## src/rtl/spim_pkg.sv

```systemverilog
package spim_pkg;

  localparam int SPIM_FW = 16;

  // register word addresses
  localparam logic [3:0] A_CTRL = 4'd0;
  localparam logic [3:0] A_NFRM = 4'd1;
  localparam logic [3:0] A_ENA  = 4'd2;
  localparam logic [3:0] A_SSEL = 4'd3;
  localparam logic [3:0] A_BAUD = 4'd4;
  localparam logic [3:0] A_TXTH = 4'd5;
  localparam logic [3:0] A_RXTH = 4'd6;
  localparam logic [3:0] A_STAT = 4'd7;
  localparam logic [3:0] A_RAW  = 4'd8;
  localparam logic [3:0] A_MASK = 4'd9;
  localparam logic [3:0] A_MSKD = 4'd10;
  localparam logic [3:0] A_CLR  = 4'd11;
  localparam logic [3:0] A_TXD  = 4'd12;
  localparam logic [3:0] A_RXD  = 4'd13;

  localparam logic [1:0] MODE_TO = 2'd1;
  localparam logic [1:0] MODE_RO = 2'd2;

  typedef enum logic [1:0] {ST_IDLE, ST_LEAD, ST_SHIFT, ST_GAP} eng_st_t;

  function automatic logic [5:0] frame_bits(input logic [1:0] code);
    case (code)
      2'd0:    return 6'd4;
      2'd2:    return 6'd16;
      default: return 6'd8;
    endcase
  endfunction

endpackage

```

## src/rtl/spim_fifo.sv

```systemverilog
module spim_fifo #(
  parameter int W     = 16,
  parameter int DEPTH = 32,
  localparam int AW   = $clog2(DEPTH),
  localparam int CW   = $clog2(DEPTH + 1)
) (
  input  logic          clk,
  input  logic          rst_n,
  input  logic          flush,
  input  logic          push,
  input  logic [W-1:0]  din,
  input  logic          pop,
  output logic [W-1:0]  dout,
  output logic [CW-1:0] count,
  output logic          full,
  output logic          empty
);
  logic [W-1:0]  mem [DEPTH];
  logic [AW-1:0] wp, rp;

  assign full  = (count == CW'(DEPTH));
  assign empty = (count == '0);
  assign dout  = mem[rp];

  always_ff @(posedge clk) begin
    if (push && !flush) mem[wp] <= din;
  end

  always_ff @(posedge clk or negedge rst_n) begin
    if (!rst_n) begin
      wp <= '0; rp <= '0; count <= '0;
    end else if (flush) begin
      wp <= '0; rp <= '0; count <= '0;
    end else begin
      if (push) wp <= (wp == AW'(DEPTH - 1)) ? '0 : wp + 1'b1;
      if (pop)  rp <= (rp == AW'(DEPTH - 1)) ? '0 : rp + 1'b1;
      case ({push, pop})
        2'b10:   count <= count + 1'b1;
        2'b01:   count <= count - 1'b1;
        default: count <= count;
      endcase
    end
  end

  // level never exceeds the depth
  a_r9_count_bound: assert property (@(posedge clk) disable iff (!rst_n)
    count <= CW'(DEPTH));
  // the writer gates its pushes on full
  a_r10_no_push_full: assert property (@(posedge clk) disable iff (!rst_n)
    full && !flush |-> !push);
  // the reader gates its pops on empty
  a_r10_no_pop_empty: assert property (@(posedge clk) disable iff (!rst_n)
    empty && !flush |-> !pop);
endmodule

```

## src/rtl/spim_engine.sv

```systemverilog
module spim_engine
  import spim_pkg::*;
#(
  parameter int DIVW = 16,
  parameter int CNTW = 16,
  localparam int LW  = CNTW + 1
) (
  input  logic               clk,
  input  logic               rst_n,
  input  logic               run,
  input  logic [1:0]         dfs,
  input  logic               cpha,
  input  logic               cpol,
  input  logic [1:0]         csm,
  input  logic               lead_full,
  input  logic               lsb_first,
  input  logic [1:0]         tmod,
  input  logic [DIVW-1:0]    baud,
  input  logic [CNTW-1:0]    nfrm,
  input  logic               tx_avail,
  input  logic [SPIM_FW-1:0] tx_word,
  output logic               tx_pop,
  input  logic               rx_room,
  output logic               rx_push,
  output logic               rx_ovf,
  output logic [SPIM_FW-1:0] rx_word,
  output logic               busy,
  output logic               ss_act,
  output logic               sclk,
  output logic               mosi,
  input  logic               miso
);
  eng_st_t             st;
  logic [DIVW-1:0]     hcnt, half_raw, hlf;
  logic [5:0]          hidx, bits, hlast;
  logic                waitq, tick, ro, to_only, csm_gap, have_work;
  logic                frame_end, do_load;
  logic [SPIM_FW-1:0]  sh, rxs, tx_src, mask16;
  logic [LW-1:0]       left;

  assign half_raw  = baud >> 1;
  assign hlf       = (half_raw == '0) ? DIVW'(1) : half_raw;
  assign tick      = (hcnt == hlf - 1'b1);
  assign bits      = frame_bits(dfs);
  assign hlast     = (bits << 1) - 1'b1;
  assign ro        = (tmod == MODE_RO);
  assign to_only   = (tmod == MODE_TO);
  assign csm_gap   = (csm == 2'd1) || (csm == 2'd2);
  assign have_work = ro ? (left != '0) : tx_avail;
  assign frame_end = (st == ST_SHIFT) && tick && (hidx == hlast);
  assign do_load   = run && have_work &&
                     ((st == ST_IDLE) || (frame_end && !csm_gap) ||
                      (st == ST_GAP && tick && !waitq));
  assign tx_pop    = do_load && !ro;
  assign rx_push   = frame_end && !to_only && rx_room;
  assign rx_ovf    = frame_end && !to_only && !rx_room;
  assign tx_src    = ro ? '0 : tx_word;
  assign mask16    = 16'((32'd1 << bits) - 32'd1);
  assign rx_word   = lsb_first ? (rxs >> (6'd16 - bits)) : (rxs & mask16);
  assign busy      = (st != ST_IDLE);
  assign sclk      = (st == ST_SHIFT) ? (cpol ^ cpha ^ hidx[0]) : cpol;
  assign mosi      = lsb_first ? sh[0] : sh[SPIM_FW-1];

  always_ff @(posedge clk or negedge rst_n) begin
    if (!rst_n) begin
      st <= ST_IDLE; hcnt <= '0; hidx <= '0; waitq <= 1'b0;
      sh <= '0; rxs <= '0; ss_act <= 1'b0; left <= '0;
    end else if (!run) begin
      st <= ST_IDLE; hcnt <= '0; ss_act <= 1'b0;
      left <= {1'b0, nfrm} + LW'(1);
    end else begin
      if (do_load) begin
        sh <= lsb_first ? tx_src : (tx_src << (6'd16 - bits));
        if (ro) left <= left - 1'b1;
      end
      case (st)
        ST_IDLE: if (do_load) begin
          st <= ST_LEAD; ss_act <= 1'b1; waitq <= lead_full; hcnt <= '0;
        end
        ST_LEAD: if (tick) begin
          hcnt <= '0;
          if (waitq) waitq <= 1'b0;
          else begin st <= ST_SHIFT; hidx <= '0; end
        end else hcnt <= hcnt + 1'b1;
        ST_SHIFT: if (tick) begin
          hcnt <= '0;
          if (!hidx[0]) begin
            rxs  <= lsb_first ? {miso, rxs[SPIM_FW-1:1]} : {rxs[SPIM_FW-2:0], miso};
            hidx <= hidx + 1'b1;
          end else if (hidx == hlast) begin
            hidx <= '0;
            if (csm_gap) begin
              st <= ST_GAP; ss_act <= 1'b0; waitq <= (csm == 2'd2);
            end else if (!do_load) begin
              st <= ST_IDLE; ss_act <= 1'b0;
            end
          end else begin
            sh   <= lsb_first ? (sh >> 1) : (sh << 1);
            hidx <= hidx + 1'b1;
          end
        end else hcnt <= hcnt + 1'b1;
        ST_GAP: if (tick) begin
          hcnt <= '0;
          if (waitq) waitq <= 1'b0;
          else if (do_load) begin
            st <= ST_LEAD; ss_act <= 1'b1; waitq <= lead_full;
          end else st <= ST_IDLE;
        end else hcnt <= hcnt + 1'b1;
        default: st <= ST_IDLE;
      endcase
    end
  end

  // select stays asserted for every bit of a frame
  a_r4_ss_held_in_shift: assert property (@(posedge clk) disable iff (!rst_n)
    st == ST_SHIFT |-> ss_act);
  // an exhausted receive-only run never restarts while enabled
  a_r6_ro_stops: assert property (@(posedge clk) disable iff (!rst_n)
    run && ro && left == '0 && st == ST_IDLE |=> st == ST_IDLE);
endmodule

```

## src/rtl/spi_frame_master.sv

```systemverilog
module spi_frame_master
  import spim_pkg::*;
#(
  parameter int DEPTH = 32,
  parameter int DIVW  = 16,
  parameter int CNTW  = 16,
  localparam int CW   = $clog2(DEPTH + 1)
) (
  input  logic        clk,
  input  logic        rst_n,
  input  logic        reg_wr,
  input  logic        reg_rd,
  input  logic [3:0]  reg_addr,
  input  logic [31:0] reg_wdata,
  output logic [31:0] reg_rdata,
  output logic        irq,
  output logic        sclk,
  output logic        mosi,
  output logic        ss_n,
  input  logic        miso
);
  logic [31:0]         ctrl_q;
  logic [CNTW-1:0]     nfrm_q;
  logic [DIVW-1:0]     baud_q;
  logic [CW-1:0]       txth_q, rxth_q, tx_cnt, rx_cnt;
  logic [4:0]          mask_q, raw;
  logic                en_q, ssel_q, txo_q, rxo_q, rxu_q;
  logic                tx_wr, tx_push, tx_full, tx_empty, tx_pop;
  logic                rx_rd, rx_pop, rx_full, rx_empty, rx_push, rx_ovf;
  logic                clr_rd, cfg_ok, eng_busy, ss_act;
  logic [SPIM_FW-1:0]  tx_word, rx_in, rx_out;

  assign cfg_ok  = reg_wr && !en_q;
  assign tx_wr   = reg_wr && (reg_addr == A_TXD);
  assign tx_push = tx_wr && en_q && !tx_full;
  assign rx_rd   = reg_rd && (reg_addr == A_RXD);
  assign rx_pop  = rx_rd && !rx_empty;
  assign clr_rd  = reg_rd && (reg_addr == A_CLR);
  assign raw     = {(rx_cnt > rxth_q), rxo_q, rxu_q, txo_q, (tx_cnt <= txth_q)};
  assign irq     = |(raw & mask_q);
  assign ss_n    = !(ssel_q && ss_act);

  always_ff @(posedge clk or negedge rst_n) begin
    if (!rst_n) begin
      ctrl_q <= '0; nfrm_q <= '0; baud_q <= DIVW'(2); en_q <= 1'b0; ssel_q <= 1'b0;
      txth_q <= '0; rxth_q <= '0; mask_q <= '0;
      txo_q <= 1'b0; rxo_q <= 1'b0; rxu_q <= 1'b0;
    end else begin
      if (cfg_ok && reg_addr == A_CTRL) ctrl_q <= reg_wdata;
      if (cfg_ok && reg_addr == A_NFRM) nfrm_q <= reg_wdata[CNTW-1:0];
      if (cfg_ok && reg_addr == A_BAUD) baud_q <= reg_wdata[DIVW-1:0];
      if (reg_wr && reg_addr == A_ENA)  en_q   <= reg_wdata[0];
      if (reg_wr && reg_addr == A_SSEL) ssel_q <= reg_wdata[0];
      if (reg_wr && reg_addr == A_TXTH) txth_q <= reg_wdata[CW-1:0];
      if (reg_wr && reg_addr == A_RXTH) rxth_q <= reg_wdata[CW-1:0];
      if (reg_wr && reg_addr == A_MASK) mask_q <= reg_wdata[4:0];
      txo_q <= (txo_q && !clr_rd) || (tx_wr && en_q && tx_full);
      rxu_q <= (rxu_q && !clr_rd) || (rx_rd && rx_empty);
      rxo_q <= (rxo_q && !clr_rd) || rx_ovf;
    end
  end

  always_comb begin
    case (reg_addr)
      A_CTRL:  reg_rdata = ctrl_q;
      A_NFRM:  reg_rdata = 32'(nfrm_q);
      A_ENA:   reg_rdata = 32'(en_q);
      A_SSEL:  reg_rdata = 32'(ssel_q);
      A_BAUD:  reg_rdata = 32'(baud_q);
      A_TXTH:  reg_rdata = 32'(txth_q);
      A_RXTH:  reg_rdata = 32'(rxth_q);
      A_STAT:  reg_rdata = 32'({rx_full, rx_empty, tx_empty, tx_full, eng_busy});
      A_RAW,
      A_CLR:   reg_rdata = 32'(raw);
      A_MASK:  reg_rdata = 32'(mask_q);
      A_MSKD:  reg_rdata = 32'(raw & mask_q);
      A_RXD:   reg_rdata = rx_empty ? 32'd0 : 32'(rx_out);
      default: reg_rdata = 32'd0;
    endcase
  end

  spim_fifo #(.W(SPIM_FW), .DEPTH(DEPTH)) u_txq (
    .clk(clk), .rst_n(rst_n), .flush(!en_q), .push(tx_push), .din(reg_wdata[SPIM_FW-1:0]),
    .pop(tx_pop), .dout(tx_word), .count(tx_cnt), .full(tx_full), .empty(tx_empty));

  spim_fifo #(.W(SPIM_FW), .DEPTH(DEPTH)) u_rxq (
    .clk(clk), .rst_n(rst_n), .flush(!en_q), .push(rx_push), .din(rx_in),
    .pop(rx_pop), .dout(rx_out), .count(rx_cnt), .full(rx_full), .empty(rx_empty));

  spim_engine #(.DIVW(DIVW), .CNTW(CNTW)) u_eng (
    .clk(clk), .rst_n(rst_n), .run(en_q),
    .dfs(ctrl_q[1:0]), .cpha(ctrl_q[6]), .cpol(ctrl_q[7]), .csm(ctrl_q[9:8]),
    .lead_full(ctrl_q[10]), .lsb_first(ctrl_q[12]), .tmod(ctrl_q[19:18]),
    .baud(baud_q), .nfrm(nfrm_q),
    .tx_avail(!tx_empty), .tx_word(tx_word), .tx_pop(tx_pop),
    .rx_room(!rx_full), .rx_push(rx_push), .rx_ovf(rx_ovf), .rx_word(rx_in),
    .busy(eng_busy), .ss_act(ss_act), .sclk(sclk), .mosi(mosi), .miso(miso));

  // one cycle after the engine is off it is idle with select high
  a_r8_disabled_quiet: assert property (@(posedge clk) disable iff (!rst_n)
    !en_q |=> (ss_n && !eng_busy));
  // overflow stays latched until the clear register is read
  a_r10_txo_sticky: assert property (@(posedge clk) disable iff (!rst_n)
    txo_q && !clr_rd |=> txo_q);
endmodule

```

## config.mk

```make
export PLATFORM = sky130hd
export DESIGN_NAME = spi_frame_master
export DESIGN_NICKNAME = d
export VERILOG_FILES = /design/src/rtl/spim_pkg.sv /design/src/rtl/spim_fifo.sv /design/src/rtl/spim_engine.sv /design/src/rtl/spi_frame_master.sv
export SDC_FILE = /design/constraint.sdc
export NUM_CORES = 1
export LEC_CHECK = 0
export BUFFER_PORTS_ARGS = -buffer_cell sky130_fd_sc_hd__buf_2
export CAP_MARGIN = 40
export CORE_AREA = 2 2 324 326
export CTS_CLUSTER_SIZE = 40
export DETAILED_ROUTE_END_ITERATION = 12
export DIE_AREA = 0 0 326 328
export GPL_TIMING_DRIVEN = 0
export PLACE_DENSITY = 0.62
export SLEW_MARGIN = 0
export SYNTH_ARGS = -nofsm -noshare
export SYNTH_HDL_FRONTEND = slang
export SYNTH_SLANG_ARGS = --single-unit
```

## constraint.sdc

```tcl
create_clock -name clk -period 6.4 [get_ports clk]
set_input_delay 0.64 -clock clk [delete_from_list [all_inputs] [get_ports clk]]
set_output_delay 0.64 -clock clk [all_outputs]
set_load 0.05 [all_outputs]
```

=== Yosys cells after proc, flatten, opt, wreduce, memory -nomap -nowiden ===
Memory sizes are Yosys's and may differ from the RTL's.
Cells that the tools add are included.

* Flip-flop bits (word level): 193
* Bits in latches: 0
* RAM bits: 1024
* ROM bits: 0
* Input bits: 41
* Output and inout bits: 36
* Logic and storage cells: 265
* Memories kept: 2

* $add $sub $neg: 16
* Multiply operators: 0
* Divide/modulo/power cells: 0
* $lt $le $gt $ge: 2
* Equal/unequal tests: 59
* Shift operators: 3
* Mux-type cells: 83
* Bitwise logic cells: 6
* Reduce and logical (&&, ||, !) cells: 69

{| class="wikitable"
|+ Memories
! name !! depth !! bits a word !! read ports !! clocked after memory_dff !! write ports !! RTL line !! source
|-
| u_rxq.mem || 32 || 16 || 1 || 0 || 1 || spim_fifo.sv:18 || <nowiki>logic [W-1:0] mem [DEPTH];</nowiki>
|-
| u_txq.mem || 32 || 16 || 1 || 0 || 1 || spim_fifo.sv:18 ||
|}

{| class="wikitable"
|+ Operator list
! operator !! count
|-
| $pmux 32 s12 || 1
|-
| $mux 16 || 14
|-
| $mux 5 || 12
|-
| $mux 17 || 3
|-
| $mux 6 || 7
|-
| $pmux 6 s2 || 3
|-
| $logic_and 1x1->1 || 34
|-
| $pmux 16 s2 || 1
|-
| $sub 16x1->16 const B || 2
|-
| $mux 1 || 26
|-
| $eq 4x4->1 const B || 6
|-
| $ne 2x1->1 const B || 12
|-
| $mux 2 || 11
|-
| $add 5x1->5 const B || 4
|-
| $eq 5x5->1 const B || 4
|-
| $add 6x1->6 const B || 3
|-
| $sub 6x1->6 const B || 3
|-
| $add 16x1->17 const B || 1
|-
| $reduce_bool 17->1 || 1
|-
| $sub 17x1->17 const B || 1
|-
| $add 16x1->16 const B || 1
|-
| $and 16x16->16 || 1
|-
| $eq 16x16->1 || 1
|-
| $eq 4x3->1 const B || 4
|-
| 42 further kinds || 82
|}

=== Longest topological paths before layout ===
* Word-level depth: 17
* Depth in mapped cells: 22

=== Modules after synthesis ===
From an unflattened synthesis, not the netlist that was laid out.

* Cell total of the unflattened synthesis: 3301
* Area total of the unflattened synthesis: 51914.8 um2

{| class="wikitable"
|+ Modules (own cells, without submodules)
! module !! times used !! cells an instance !! area an instance (um2) !! sequential area each (um2)
|-
| spim_fifo at u_txq || 1 || 1105 || 20818.7 || 15775.1
|-
| spim_fifo at u_rxq || 1 || 1080 || 20722.4 || 15775.1
|-
| spim_engine || 1 || 720 || 5789.3 || 1876.8
|-
| spi_frame_master || 1 || 396 || 4584.4 || 2153.3
|}

=== Worst setup path after synthesis ===
No wires, ideal clock.

* Path type: flip-flop to flip-flop
* From: reg baud_q[10]
* To: reg u_rxq.count[5]
* Arrival time: 4.786 ns
* Setup slack: 1.482 ns
* Stages on the path, launching flop included: 23
* Path buffers: 2
* Period minus slack after synthesis: 4.918 ns
* Path through: dfrtp_1 -> buf_6 -> or4_4 -> nor3b_4 -> a21oi_1 -> ha_1 -> nor3b_2 -> and3_1 -> a211oi_1 -> o31ai_1 -> and4bb_2 -> nand4_1 -> clkbuf_1 -> nor2b_1 -> ha_1 -> a21o_1 -> a21oi_1 -> nor2b_1 -> o21a_1 -> or3_1 -> mux2i_1 -> xnor2_1 -> nor2_1

* Cells in the longest elaborated chain, start to end: 11
* Elaborated cells on any way between the ends: 13
* Classes of those cells: add/sub: 1; eq/ne: 4; mux: 3; reduce/logical: 5

{| class="wikitable"
|+ Ends and longest elaborated chain
! item !! RTL line !! source
|-
| from (decl) || spi_frame_master.sv:24 || <nowiki>logic [DIVW-1:0] baud_q;</nowiki>
|-
| from (signal assigned) || spi_frame_master.sv:51 || <nowiki>if (cfg_ok && reg_addr == A_BAUD) baud_q <= reg_wdata[DIVW-1:0];</nowiki>
|-
| $logic_not 16->1 || spim_engine.sv:42 || <nowiki>assign hlf = (half_raw == '0) ? DIVW'(1) : half_raw;</nowiki>
|-
| $mux 15 * || spim_engine.sv:42 ||
|-
| $sub 16x1->16 * || spim_engine.sv:43 || <nowiki>assign tick = (hcnt == hlf - 1'b1);</nowiki>
|-
| $eq 16x16->1 * || spim_engine.sv:43 ||
|-
| $logic_and 1x1->1 * (2 in a row) || spim_engine.sv:50 || <nowiki>assign frame_end = (st == ST_SHIFT) && tick && (hidx == hlast);</nowiki>
|-
| $logic_and 1x1->1 * (2 in a row) || spim_engine.sv:55 || <nowiki>assign rx_push = frame_end && !to_only && rx_room;</nowiki>
|-
| $eq 2x1->1 or $eq 2x2->1 (tied branches) || spim_fifo.sv:37 || <nowiki>case ({push, pop})</nowiki>
|-
| $pmux 6 s2 || spim_fifo.sv:37 ||
|-
| $mux 6 || spim_fifo.sv:32 || <nowiki>end else if (flush) begin</nowiki>
|-
| to (signal assigned) || spim_fifo.sv:38 || <nowiki>2'b10: count <= count + 1'b1;</nowiki>
|-
| to (signal assigned) || spim_fifo.sv:39 || <nowiki>2'b01: count <= count - 1'b1;</nowiki>
|-
| to (signal assigned) || spim_fifo.sv:40 || <nowiki>default: count <= count;</nowiki>
|-
| to (decl) || spim_fifo.sv:14 || <nowiki>output logic [CW-1:0] count,</nowiki>
|}

Every way passes the cells marked *; elsewhere a longest branch is shown, timed or not.
A chain may end at the register's enable or synchronous reset.

=== Final worst setup path ===
* From: reg baud_q[5]
* To: reg u_rxq.count[5]

The elaborated chain is that of the path after synthesis.

==> flow_metrics.env <==
export IMPL_powerDensity_nw_per_um2=331
export IMPL_drt_total_wl_mm=138
export IMPL_post_route_period_util_pct=93.8
export IMPL_syn_area_per_cell_sq_um=17.0
export IMPL_syn_num_nets=3092
export IMPL_hold_buffers=1
export IMPL_synth_edf_count=1024
export IMPL_wl_per_cell_um=28.7
export IMPL_layout_drive_gt1_share_pct=23.7
export IMPL_dp_slack_ns=0.449
export IMPL_drc=0
export IMPL_slew_viol_final=0
export IMPL_fin_area_sq_um=59300
export IMPL_ys_top_cells_by_count="1024 x edfxtp_1, 248 x mux4_2, 192 x dfrtp_1, 157 x mux2i_1, 150 x nand2_1"
export IMPL_fillers=7775
export IMPL_num_rows=118
export IMPL_antenna_found_initial=4
export IMPL_fin_crit_ns=6.01
export IMPL_pwr_share_clk_pct=36.7
export IMPL_cts_resized=0
export IMPL_grt_usage_pct=25.8
export IMPL_drt_iter0_markers=3369
export IMPL_crit_family="simple AND/OR/NAND/NOR gates"
export IMPL_hold_violations=0
export IMPL_pwr_share_seq_pct=47.4
export IMPL_initial_core_util_pct=49.6
export IMPL_drt_pass1_iterations=6
export IMPL_async_reset_ff_share_pct=15.9
export IMPL_synth_top_area_cell="edfxtp_1"
export IMPL_fin_hold_ws_ns=0.145
export IMPL_final_setup_viol_count=0
export IMPL_grt_pass1_vias=29800
export IMPL_clk_pin_slew_ns=0.06
export IMPL_yosysMostFrequentCell="edfxtp_1"
export IMPL_synth_seq_cells=1217
export IMPL_die_y_um=328
export IMPL_layout_area_seq_sq_um=35600
export IMPL_grt_start_max_net_pins=117
export IMPL_crit_type="flip-flop to flip-flop"
export IMPL_postCtsSetupRepairBufs=0
export IMPL_net_switching_power_mw=5.28
export IMPL_status="completed"
export IMPL_cp_buffers_inverters=1
export IMPL_slowest_delay_ns=0.54
export IMPL_grt_pass1_wl_mm=202
export IMPL_post_dp_cell_area_sq_um=55200
export IMPL_ys_flop_type="edfxtp_1"
export IMPL_place_gp_congestion=0.913
export IMPL_swShare_pct=26.9
export IMPL_cellLeakagePower_nw=19.3
export IMPL_postRouteAntennaNets=0
export IMPL_slew_headroom_pct=34.3
export IMPL_synth_top_area_share_pct=60.0
export IMPL_layout_nets=3407
export IMPL_worst_pin_slew_ns=0.986
export IMPL_multi_input_area_sq_um=15000
export IMPL_ys_warn_count=0
export IMPL_cpMaxStageDelayCell="nor4_2"
export IMPL_port_buffers=75
export IMPL_hp_class="input port to flip-flop"
export IMPL_num_io_pins=77
export IMPL_cts_path_max_buffers=3
export IMPL_cts_sinks=1217
export IMPL_p_int_mw=14.3
export IMPL_viasPerCell=6.22
export IMPL_setup_ws_ns=0.395
export IMPL_htreeDepth=3
export IMPL_cp_end_kind="flip-flop"
export IMPL_n_antenna_cell=0
export IMPL_worstPathCellList="nor4_2, nor3b_4, a21oi_1, ha_1, nor3b_2, and3_1, o21a_1, o31ai_1, and4bb_2, nand4_1, clkbuf_1, nor2b_1, ha_1, a21o_1, a21oi_1, nor2b_1, o21a_1, or3_1, mux2i_1, xnor2_1, nor2_1"
export IMPL_fin_skew_ns=0.0434
export IMPL_drv_cap=0
export IMPL_vdd_drop_max_uv=377
export IMPL_fin_tns_setup_ns=0
export IMPL_syn_cell_area_sq_um=51200
export IMPL_die_x_um=326
export IMPL_start_kind="flip-flop"
export IMPL_clock_latency_ns=0.73
export IMPL_yosysSeqAreaShare_pct=69.5
export IMPL_cts_buffers=121
export IMPL_crit_fanout=10
export IMPL_die_area_sq_um=107000
export IMPL_grt_ovfl_total=0
export IMPL_fmax_ghz=0.167
export IMPL_vias=29900
export IMPL_cts_root_buf="clkbuf_16"
export IMPL_cts_tree="yes"
export IMPL_cp_required_ns=6.98
export IMPL_rsz0062_at_grt="false"
export IMPL_synth_cells=3011
export IMPL_arrival_ns=6.59
export IMPL_dp_hpwl_mm=97.9
export IMPL_core_area_sq_um=103000
export IMPL_areaGrowthSynthToFinish_pct=15.7
export IMPL_combPwrFrac_pct=15.9
export IMPL_yosysUniqueCellTypes=81
export IMPL_synth_area_top_cells="edfxtp_1 60%, mux4_2 11%, dfrtp_1 9.4%, mux2i_1 3.1%, mux2_2 1.8%"
sequential cells by signal (all words and copies together), names as in the netlist, 16 cells and up:
register,count
u_eng.sh,16
ctrl_q,32
u_eng.hcnt,16
nfrm_q,16
u_eng.left,17
baud_q,16
u_rxq.mem,512
u_txq.mem,512
u_eng.rxs,16
routing by layer:
layer	global-route usage, %	wire [um]	vias to the layer above
met5	0	0	-
met4	8.39	4430	0
met3	3.94	9830	234
met2	42.7	67800	1280
met1	35.4	56000	15600
li1	-	-	12800
area by class of cell:
cell class | instances | area share (%)
repair buffers | 192 | 3.53
clock inverters | 66 | 1.22
flip-flops and latches | 1217 | 60.0
clock buffers | 162 | 5.59
multi-input cells | 1581 | 25.3
well taps | 1380 | 2.91
plain buffers | 167 | 1.11
inverters | 46 | 0.291
through the flow:
step / utilization, % / cells / total power [mW]
global route: 57.5 / 4811 / 20.3
floorplan: - / 3011 / 11.4
CTS: 57.5 / 4811 / 19.7
global placement: 51.7 / 4466 / 12.4
finish: 57.5 / 4811 / 19.6
detailed placement: 53.5 / 4582 / 12.5
path summary, 6_finish.rpt:
path	start	endpoint	slack, ns	depth (start not counted)
min in group asynchronous	rst_n	u_eng.hcnt[9]$_DFFE_PN0P_	0.47	2
worst min-delay path	reg_wdata[31]	ctrl_q[31]$_DFFE_PN0P_	0.14	2
worst max-delay path	baud_q[5]$_DFFE_PN0P_	u_rxq.count[5]$_DFFE_PN0P_	0.39	21
max in group asynchronous	rst_n	u_eng.rxs[11]$_DFFE_PN0P_	4.87	3
worst max register to register	baud_q[5]$_DFFE_PN0P_	u_rxq.count[5]$_DFFE_PN0P_	0.39	21
worst min register to register	u_eng.hidx[5]$_DFFE_PN0P_	u_eng.hidx[5]$_DFFE_PN0P_	0.50	1
cells in the final DEF, fill, tap and decap left out, drive strengths merged, types with 78 or more instances in the layout:
cell / Yosys / final
nand2: 151 / 151
a21oi: 78 / 78
mux2: 81 / 81
buf: 54 / 245
mux4: 248 / 248
edfxtp: 1024 / 1024
o21ai: 111 / 111
clkbuf: 113 / 275
dfrtp: 192 / 192
mux2i: 157 / 157
nor2: 149 / 149
worst register-to-register path, cell delays in order, from the launching register on:
cell and delay [ns]:
dfrtp_1 0.52, nor4_2 0.54, nor3b_4 0.37, a21oi_1 0.12, ha_1 0.23, nor3b_2 0.20
and3_1 0.25, o21a_1 0.19, o31ai_1 0.42, and4bb_2 0.41, nand4_1 0.33, clkbuf_1 0.35
nor2b_1 0.28, ha_1 0.33, a21o_1 0.17, a21oi_1 0.22, nor2b_1 0.08, o21a_1 0.19
or3_1 0.31, mux2i_1 0.17, xnor2_1 0.13, nor2_1 0.05
power groups by stage:
stage / logic (mW) / registers (mW) / clock network (mW)
2_1_floorplan: 2.08 / 9.30 / 0
3_3_place_gp: 2.93 / 9.45 / 0
3_5_place_dp: 3.10 / 9.44 / 0
4_1_cts: 3.11 / 9.28 / 7.31
5_1_grt: 3.35 / 9.32 / 7.61
6_report: 3.12 / 9.29 / 7.20
cell families (layout without fill, tap and decap cells):
logic type / after synthesis / count (layout) / synth area share, %
buffers and inverters: 213 / 633 / 1.62
AOI/OAI and AO/OA: 441 / 441 / 5.72
DFF: 1217 / 1217 / 69.5
adders and majority gates: 40 / 40 / 0.992
muxes: 486 / 486 / 15.8
and+or+nand+nor: 564 / 564 / 5.59
xor gates and xnor gates: 50 / 50 / 0.870
No activity file was read; power rests on OpenSTA's default activity.
